$ cat src/rtl/ctl_strobe_pkg.sv
package ctl_strobe_pkg;
  localparam int unsigned REG_W    = 8;
  localparam int unsigned NUM_REGS = 3;
  localparam int unsigned IDX_W    = 2;
  localparam int unsigned INIT_N   = 4;

  localparam logic [IDX_W-1:0] IDX_SYS = 2'd0;
  localparam logic [IDX_W-1:0] IDX_MON = 2'd1;
  localparam logic [IDX_W-1:0] IDX_CLK = 2'd2;

  localparam logic [REG_W-1:0] RST_SYS = 8'h08;
  localparam logic [REG_W-1:0] RST_MON = 8'h00;
  localparam logic [REG_W-1:0] RST_CLK = 8'h00;

  typedef enum logic [2:0] {
    SQ_IDLE, SQ_DRIVE, SQ_ENABLE, SQ_STROBE, SQ_RISE, SQ_RELEASE
  } seq_state_e;

  typedef struct packed {
    logic [IDX_W-1:0] idx;
    logic [REG_W-1:0] val;
  } wr_item_t;

  function automatic wr_item_t power_up_item(input logic [2:0] n);
    wr_item_t it;
    case (n)
      3'd0:    begin it.idx = IDX_SYS; it.val = 8'h08; end
      3'd1:    begin it.idx = IDX_SYS; it.val = 8'h88; end
      3'd2:    begin it.idx = IDX_MON; it.val = 8'h00; end
      default: begin it.idx = IDX_CLK; it.val = 8'h00; end
    endcase
    return it;
  endfunction

  function automatic logic reset_value_bit(input int unsigned r, input int unsigned b);
    logic [REG_W-1:0] v;
    v = (r == 0) ? RST_SYS : (r == 1) ? RST_MON : RST_CLK;
    return v[b];
  endfunction

  function automatic logic several_low(input logic [NUM_REGS-1:0] s);
    int unsigned n;
    n = 0;
    for (int unsigned i = 0; i < NUM_REGS; i++) n += {31'd0, ~s[i]};
    return n > 1;
  endfunction
endpackage

$ cat src/rtl/ctl_host_seq.sv
module ctl_host_seq
  import ctl_strobe_pkg::*;
#(
  parameter int unsigned STEP_CYCLES = 4
) (
  input  logic                clk,
  input  logic                rst,
  input  logic                req_valid,
  input  logic [IDX_W-1:0]    req_reg,
  input  logic [REG_W-1:0]    req_data,
  output logic                busy,
  output logic [REG_W-1:0]    host_data,
  output logic                host_oe_n,
  output logic [NUM_REGS-1:0] host_sel_n
);
  localparam int unsigned CW = (STEP_CYCLES > 1) ? $clog2(STEP_CYCLES) : 1;
  localparam logic [CW-1:0] LAST = CW'(STEP_CYCLES - 1);

  seq_state_e     state;
  logic [CW-1:0]  cnt;
  logic [2:0]     init_idx;
  logic           init_done;
  logic [IDX_W-1:0] cur_idx;
  wr_item_t       boot;

  assign boot = power_up_item(init_idx);
  assign busy = (state != SQ_IDLE) || !init_done;

  always_ff @(posedge clk) begin
    if (rst) begin
      state      <= SQ_IDLE;
      cnt        <= '0;
      init_idx   <= '0;
      init_done  <= 1'b0;
      cur_idx    <= '0;
      host_data  <= '1;
      host_oe_n  <= 1'b1;
      host_sel_n <= '1;
    end else begin
      case (state)
        SQ_IDLE: begin
          cnt <= '0;
          if (!init_done) begin
            if (init_idx == 3'(INIT_N)) begin
              init_done <= 1'b1;
            end else begin
              init_idx  <= init_idx + 3'd1;
              cur_idx   <= boot.idx;
              host_data <= boot.val;
              state     <= SQ_DRIVE;
            end
          end else if (req_valid && (req_reg < IDX_W'(NUM_REGS))) begin
            cur_idx   <= req_reg;
            host_data <= req_data;
            state     <= SQ_DRIVE;
          end
        end
        default: begin
          if (cnt == LAST) begin
            cnt <= '0;
            case (state)
              SQ_DRIVE: begin
                host_oe_n <= 1'b0;
                state     <= SQ_ENABLE;
              end
              SQ_ENABLE: begin
                for (int unsigned i = 0; i < NUM_REGS; i++)
                  host_sel_n[i] <= (cur_idx != IDX_W'(i));
                state <= SQ_STROBE;
              end
              SQ_STROBE: begin
                host_sel_n <= '1;
                state      <= SQ_RISE;
              end
              SQ_RISE: begin
                host_data <= '1;
                host_oe_n <= 1'b1;
                state     <= SQ_RELEASE;
              end
              default: state <= SQ_IDLE;
            endcase
          end else begin
            cnt <= cnt + CW'(1);
          end
        end
      endcase
    end
  end
endmodule

$ cat src/rtl/ctl_strobe_bank.sv
module ctl_strobe_bank
  import ctl_strobe_pkg::*;
(
  input  logic                clk,
  input  logic                rst,
  input  logic [REG_W-1:0]    bus_data,
  input  logic                bus_oe_n,
  input  logic [NUM_REGS-1:0] bus_sel_n,
  output logic [REG_W-1:0]    sys_r,
  output logic [REG_W-1:0]    mon_r,
  output logic [REG_W-1:0]    clk_r,
  output logic                collide_err
);
  logic [REG_W-1:0]    d_q;
  logic                oe_q;
  logic [NUM_REGS-1:0] sel_q;
  logic                overlap_now;
  logic [REG_W-1:0]    regs [NUM_REGS];

  assign overlap_now = several_low(sel_q);

  always_ff @(posedge clk) begin
    if (rst) begin
      d_q         <= '1;
      oe_q        <= 1'b1;
      sel_q       <= '1;
      collide_err <= 1'b0;
    end else begin
      d_q   <= bus_data;
      oe_q  <= bus_oe_n;
      sel_q <= bus_sel_n;
      if (&sel_q) collide_err <= 1'b0;
      else if (overlap_now) collide_err <= 1'b1;
    end
  end

  for (genvar g = 0; g < NUM_REGS; g++) begin : g_reg
    logic [REG_W-1:0] rst_val;
    logic             load;
    for (genvar b = 0; b < REG_W; b++) begin : g_bit
      assign rst_val[b] = reset_value_bit(g, b);
    end
    assign load = !sel_q[g] && bus_sel_n[g] && !oe_q && !overlap_now && !collide_err;
    always_ff @(posedge clk) begin
      if (rst) regs[g] <= rst_val;
      else if (load) regs[g] <= d_q;
    end
  end

  assign sys_r = regs[IDX_SYS];
  assign mon_r = regs[IDX_MON];
  assign clk_r = regs[IDX_CLK];
endmodule

$ cat src/rtl/ctl_field_decode.sv
module ctl_field_decode
  import ctl_strobe_pkg::*;
(
  input  logic             clk,
  input  logic             rst,
  input  logic [REG_W-1:0] sys_r,
  input  logic [REG_W-1:0] mon_r,
  input  logic [REG_W-1:0] clk_r,
  output logic [2:0]       rate_code,
  output logic             ext_sync,
  output logic [1:0]       ext_mode,
  output logic             wc_256x,
  output logic             coax_i2s,
  output logic             in12_from_a34,
  output logic             in34_from_dig,
  output logic             hw_mute,
  output logic             phantom_48v,
  output logic             phantom_off,
  output logic             mic_relay,
  output logic [1:0]       in12_mode,
  output logic             in34_hiz,
  output logic             codec_pdn,
  output logic [5:0]       mon_route,
  output logic             illegal
);
  logic [1:0] mode_n;
  logic       bad_n;

  always_comb begin
    case ({clk_r[4], clk_r[2:0]})
      4'b0000: mode_n = 2'd0;
      4'b0010: mode_n = 2'd1;
      4'b1010: mode_n = 2'd2;
      default: mode_n = 2'd3;
    endcase
    if (!clk_r[3]) mode_n = 2'd3;
    bad_n = (sys_r[5:4] == 2'b10)
          || (!clk_r[3] && (clk_r[2:0] > 3'd5))
          || (clk_r[3] && (mode_n == 2'd3));
  end

  always_ff @(posedge clk) begin
    if (rst) begin
      rate_code     <= RST_CLK[2:0];
      ext_sync      <= 1'b0;
      ext_mode      <= 2'd3;
      wc_256x       <= 1'b0;
      coax_i2s      <= 1'b0;
      in12_from_a34 <= 1'b0;
      in34_from_dig <= 1'b0;
      hw_mute       <= RST_SYS[2];
      phantom_48v   <= RST_SYS[1];
      phantom_off   <= RST_SYS[3];
      mic_relay     <= RST_SYS[0];
      in12_mode     <= RST_SYS[5:4];
      in34_hiz      <= RST_SYS[6];
      codec_pdn     <= !RST_SYS[7];
      mon_route     <= RST_MON[5:0];
      illegal       <= 1'b0;
    end else begin
      rate_code     <= clk_r[2:0];
      ext_sync      <= clk_r[3];
      ext_mode      <= mode_n;
      wc_256x       <= clk_r[4];
      coax_i2s      <= clk_r[5];
      in12_from_a34 <= clk_r[6];
      in34_from_dig <= clk_r[7];
      hw_mute       <= sys_r[2];
      phantom_48v   <= sys_r[1];
      phantom_off   <= sys_r[3];
      mic_relay     <= sys_r[0];
      in12_mode     <= sys_r[5:4];
      in34_hiz      <= sys_r[6];
      codec_pdn     <= !sys_r[7];
      mon_route     <= mon_r[5:0];
      illegal       <= bad_n;
    end
  end
endmodule

$ cat src/rtl/ctl_strobe_regs.sv
module ctl_strobe_regs
  import ctl_strobe_pkg::*;
#(
  parameter int unsigned STEP_CYCLES = 4
) (
  input  logic       clk,
  input  logic       rst,
  input  logic       req_valid,
  input  logic [1:0] req_reg,
  input  logic [7:0] req_data,
  output logic       busy,
  output logic [7:0] host_data,
  output logic       host_oe_n,
  output logic [2:0] host_sel_n,
  input  logic [7:0] bus_data,
  input  logic       bus_oe_n,
  input  logic [2:0] bus_sel_n,
  output logic [2:0] rate_code,
  output logic       ext_sync,
  output logic [1:0] ext_mode,
  output logic       wc_256x,
  output logic       coax_i2s,
  output logic       in12_from_a34,
  output logic       in34_from_dig,
  output logic       hw_mute,
  output logic       phantom_48v,
  output logic       phantom_off,
  output logic       mic_relay,
  output logic [1:0] in12_mode,
  output logic       in34_hiz,
  output logic       codec_pdn,
  output logic [5:0] mon_route,
  output logic       illegal,
  output logic       collide_err
);
  logic [REG_W-1:0] sys_r, mon_r, clk_r;

  ctl_host_seq #(.STEP_CYCLES(STEP_CYCLES)) u_seq (
    .clk, .rst, .req_valid, .req_reg, .req_data, .busy,
    .host_data, .host_oe_n, .host_sel_n
  );

  ctl_strobe_bank u_bank (
    .clk, .rst, .bus_data, .bus_oe_n, .bus_sel_n,
    .sys_r, .mon_r, .clk_r, .collide_err
  );

  ctl_field_decode u_dec (
    .clk, .rst, .sys_r, .mon_r, .clk_r,
    .rate_code, .ext_sync, .ext_mode, .wc_256x, .coax_i2s,
    .in12_from_a34, .in34_from_dig, .hw_mute, .phantom_48v, .phantom_off,
    .mic_relay, .in12_mode, .in34_hiz, .codec_pdn, .mon_route, .illegal
  );
endmodule

$ cat config.mk
export PLATFORM = sky130hd
export DESIGN_NAME = ctl_strobe_regs
export DESIGN_NICKNAME = d
export VERILOG_FILES = /design/src/rtl/ctl_strobe_pkg.sv /design/src/rtl/ctl_host_seq.sv /design/src/rtl/ctl_strobe_bank.sv /design/src/rtl/ctl_field_decode.sv /design/src/rtl/ctl_strobe_regs.sv
export SDC_FILE = /design/constraint.sdc
export NUM_CORES = 1
export LEC_CHECK = 0
export BUFFER_PORTS_ARGS = -buffer_cell sky130_fd_sc_hd__buf_2
export CAP_MARGIN = 30
export CORE_MARGIN = 2
export CORE_UTILIZATION = 50
export DETAILED_ROUTE_END_ITERATION = 10
export GPL_TIMING_DRIVEN = 0
export PLACE_DENSITY = 0.74
export SLEW_MARGIN = 10
export SYNTH_ARGS = -nofsm -noshare
export SYNTH_HDL_FRONTEND = slang
export SYNTH_SLANG_ARGS = --single-unit
$ cat constraint.sdc
create_clock -name clk -period 2 [get_ports clk]
set_clock_uncertainty 0.15 [all_clocks]
set_input_delay 0.4 -clock clk [delete_from_list [all_inputs] [get_ports clk]]
set_output_delay 0.4 -clock clk [all_outputs]
set_load 0.02 [all_outputs]
==> results.txt <==
status: finished clean
placed cell areas: 0.003445 mm²
DR iter-0 viols: 97
Syn. warnings: 0
R2R depth: 5
IO Port Bufs: 63
clock sink count: 83
Max H-tree Level: 3
Syn Nets: 308
first drt pass iteration count: 4
fin nets: 385
FF-to-FF End: u_seq.host_data[5]
DR WL/cell: 13.06 µm
clock buffer count from CTS: 9
Tcrit/Tclk final: 0.9760
Crit path max-delay family: buffers and inverters
CP peak stage delay: 0.34 ns
Crit path arrival time: 1.40 ns
final core occ: 0.6356
cell-by-cell trace of the critical path: clkbuf_2 > nor3_4 > nand2_1 > buf_2
Yosys reg bits: 83
hold buffers post-CTS: 0
pins over their slew limit: 0
worst min-delay path category: primary input to register
Max clock buf depth: 2
Startpoint Class: register
die width: 81.92 µm
register area share after synthesis: 0.6200
post-synth top area share: 0.4023
total global routing overflow: 0
Final Hold Viols: 0
Post-Route WL: 5.657 mm
Die Height: 81.92 µm
Critical path origin: u_seq.state[1]
largest net degree at the start of global routing: 16
Skew-Pair Late Insertion Delay: 0.35 ns
via count: 2,185
top cells by area, synth: dfxtp_1 (40%), edfxtp_1 (22%), and2_1 (4.3%)
Final ANT Viol Nets: 0
initial antenna violation count: 0
clock slew at reported path FFs: 0.09 ns
max_cap viols: 0
IO Pins: 64
Distinct cells, synth: 36
Least-Margin Pin Slew: 0.6054 ns
share of cells above drive strength 1: 0.3156
type of the worst setup path: register to primary output
PwrDens: 920.4 mW/mm²
Placer Congestion: 0.7846
Post-Synthesis Cell Area: 0.003035 mm²
RSZ-0062 raised after global routing: true
CTS tree: built
Syn Area/Cell: 11.00 µm²
Crit path depth: 4
DIE AREA: 0.006710 mm²
Mapped Cells: 276
Worst EP required: 1.45 ns
Final min period: 1.952 ns
Clock Tree Root: clkbuf_8
Crit. End Element: primary output
end of the critical path: busy
global-route wire length before repair: 8.901 mm
initial core utilization: 0.5157
Worst slew margin: 0.5931
design area: 0.003741 mm²
core box area: 0.005886 mm²
f_max: 0.5123 GHz
Synth-to-Final Area Change: 23.25%
CP bufs+invs: 2
n_diodes: 0
Peak VDD IR: 0.5114 mV
total global-route track usage: 0.1776
R2R setup slack: 0.08 ns
Final Setup Violations: 0
slowest CP cell: dfxtp_1
worst r2r src: u_seq.cnt[0]
number of vias per cell: 5.046
# DRC: 0
Synth area leader: dfxtp_1
number of core rows: 28
fill count: 496
number of global-route vias before repair: 1,949
HPWL Detailed: 3.891 mm
hold_ws: 0.07642 ns
Leak: 1.565 nW
worst-path fanout max: 10
-- cell families after synthesis --
family / Yosys count / share of synthesized area
AOI/OAI and AO/OA: 41 / 0.09069
xor gates and xnor gates: 1 / 0.002886
adders and majority gates: 7 / 0.02885
buffers and inverters: 20 / 0.02514
DFF: 83 / 0.6199
and+or+nand+nor: 124 / 0.2325
-- power breakdown --
part           internal, W  switching [W]
clock network     0.000463       0.000605
registers          0.00183      0.0000630
logic             0.000209       0.000273
-- how the worst min path moves through the flow --
stage	start	endpoint	depth (start not counted)
final	bus_data[6]	u_bank.d_q[6]	2
after global routing	bus_data[3]	u_bank.d_q[3]	2
after CTS	bus_data[6]	u_bank.d_q[6]	2
after detailed placement	u_bank.regs[0][3]	u_dec.phantom_off	1
after global placement	u_seq.cnt[0]	u_seq.cnt[0]	1
after floorplan	u_bank.regs[0][7]	u_dec.codec_pdn	1
-- placed cells by master (no fill, tap or decap), types with 2 or more instances in the layout --
| cell type | synthesis | routed |
|---|---|---|
| buf_2 | 1 | 64 |
| dfxtp_1 | 61 | 61 |
| edfxtp_1 | 22 | 22 |
| and2_1 | 21 | 21 |
| nor2b_1 | 20 | 20 |
| nor2_1 | 17 | 17 |
| nand2_1 | 16 | 15 |
| or2_2 | 14 | 14 |
| nand2b_1 | 9 | 9 |
| a21oi_1 | 10 | 9 |
| clkbuf_8 | 0 | 9 |
| inv_1 | 8 | 8 |
| clkbuf_1 | 10 | 8 |
| a31oi_1 | 7 | 6 |
| a2bb2oi_1 | 7 | 6 |
| ha_1 | 7 | 6 |
| nand3_1 | 4 | 4 |
| o21ai_0 | 4 | 4 |
| nor3_2 | 0 | 3 |
| nand3b_1 | 3 | 3 |
| o21bai_1 | 5 | 3 |
| buf_4 | 0 | 3 |
| o21bai_4 | 0 | 2 |
| clkbuf_2 | 0 | 2 |
| nor3_4 | 0 | 2 |
| nor4b_1 | 2 | 2 |
| or4_1 | 2 | 2 |
| or3_1 | 2 | 2 |
| and3b_1 | 2 | 2 |
| a22oi_1 | 2 | 2 |
| and4_1 | 2 | 2 |
| o22ai_1 | 2 | 2 |
| inv_6 | 0 | 2 |
| clkinvlp_4 | 0 | 2 |
-- through the flow --
stage                     setup TNS (ns)  std cells  worst slack [ns]  power, W
after floorplan                        0        276            0.1607  0.002224
after detailed placement          -5.796        414           -0.2108  0.002368
final                                  0        433           0.04801  0.003443
after global routing             -0.2563        433          -0.03069  0.003591
after global placement            -4.416        414           -0.1648  0.002357
after CTS                         -3.492        430           -0.2262  0.003441
-- cell usage after synthesis, drive strengths merged --
master	number
o21ai	4
a21oi	10
or4	2
o31a	1
a22oi	2
nand3b	3
a31oi	7
nand4	1
a2bb2oi	7
o21bai	5
clkbuf	10
edfxtp	22
inv	8
ha	7
buf	2
or3	2
or2	14
xnor2	1
nor3	6
dfxtp	61
nor4b	2
o22ai	2
nor4bb	1
nor2	17
and4	2
a311oi	1
nand3	4
a211oi	1
a221o	1
nand2	16
nand2b	9
nor4	2
and2	21
and3b	2
nor2b	20
-- what timing repair did --
item                                    in CTS  in global routing
endpoints found under the setup margin      30                 36
gates resized for setup                     11                 11
setup buffers                                0                  3
pin swaps                                    1                  2
-- registers in the layout, summed over array words and instances, names as in the netlist, 2 cells and up, named ones only --
name / count
u_dec.in12_mode: 2
u_seq.host_sel_n: 3
u_dec.mon_route: 6
u_bank.d_q: 8
u_seq.cur_idx: 2
u_seq.host_data: 8
u_dec.ext_mode: 2
u_bank.regs: 22
u_seq.init_idx: 3
u_dec.rate_code: 3
u_bank.sel_q: 3
u_seq.cnt: 2
u_seq.state: 2
-- area by class of cell --
| type | count | area (µm²) | area share |
|---|---|---|---|
| plain buffers | 12 | 52.55 | 0.01405 |
| clock buffers | 10 | 127.6 | 0.03411 |
| clock inverters | 6 | 47.55 | 0.01271 |
| inverters | 8 | 30.03 | 0.008027 |
| multi-input cells | 173 | 1170 | 0.3127 |
| flip-flops and latches | 83 | 1882 | 0.5030 |
| well taps | 75 | 93.84 | 0.02508 |
| repair buffers | 66 | 337.8 | 0.09030 |
-- metal layers --
metal	global-route usage	share of wire
met1	0.2365	0.47
met2	0.2772	0.46
met3	0.03846	0.054
met4	0.08167	0.018
met5	0	0
Note: power is estimated with default switching activity, not from simulation.
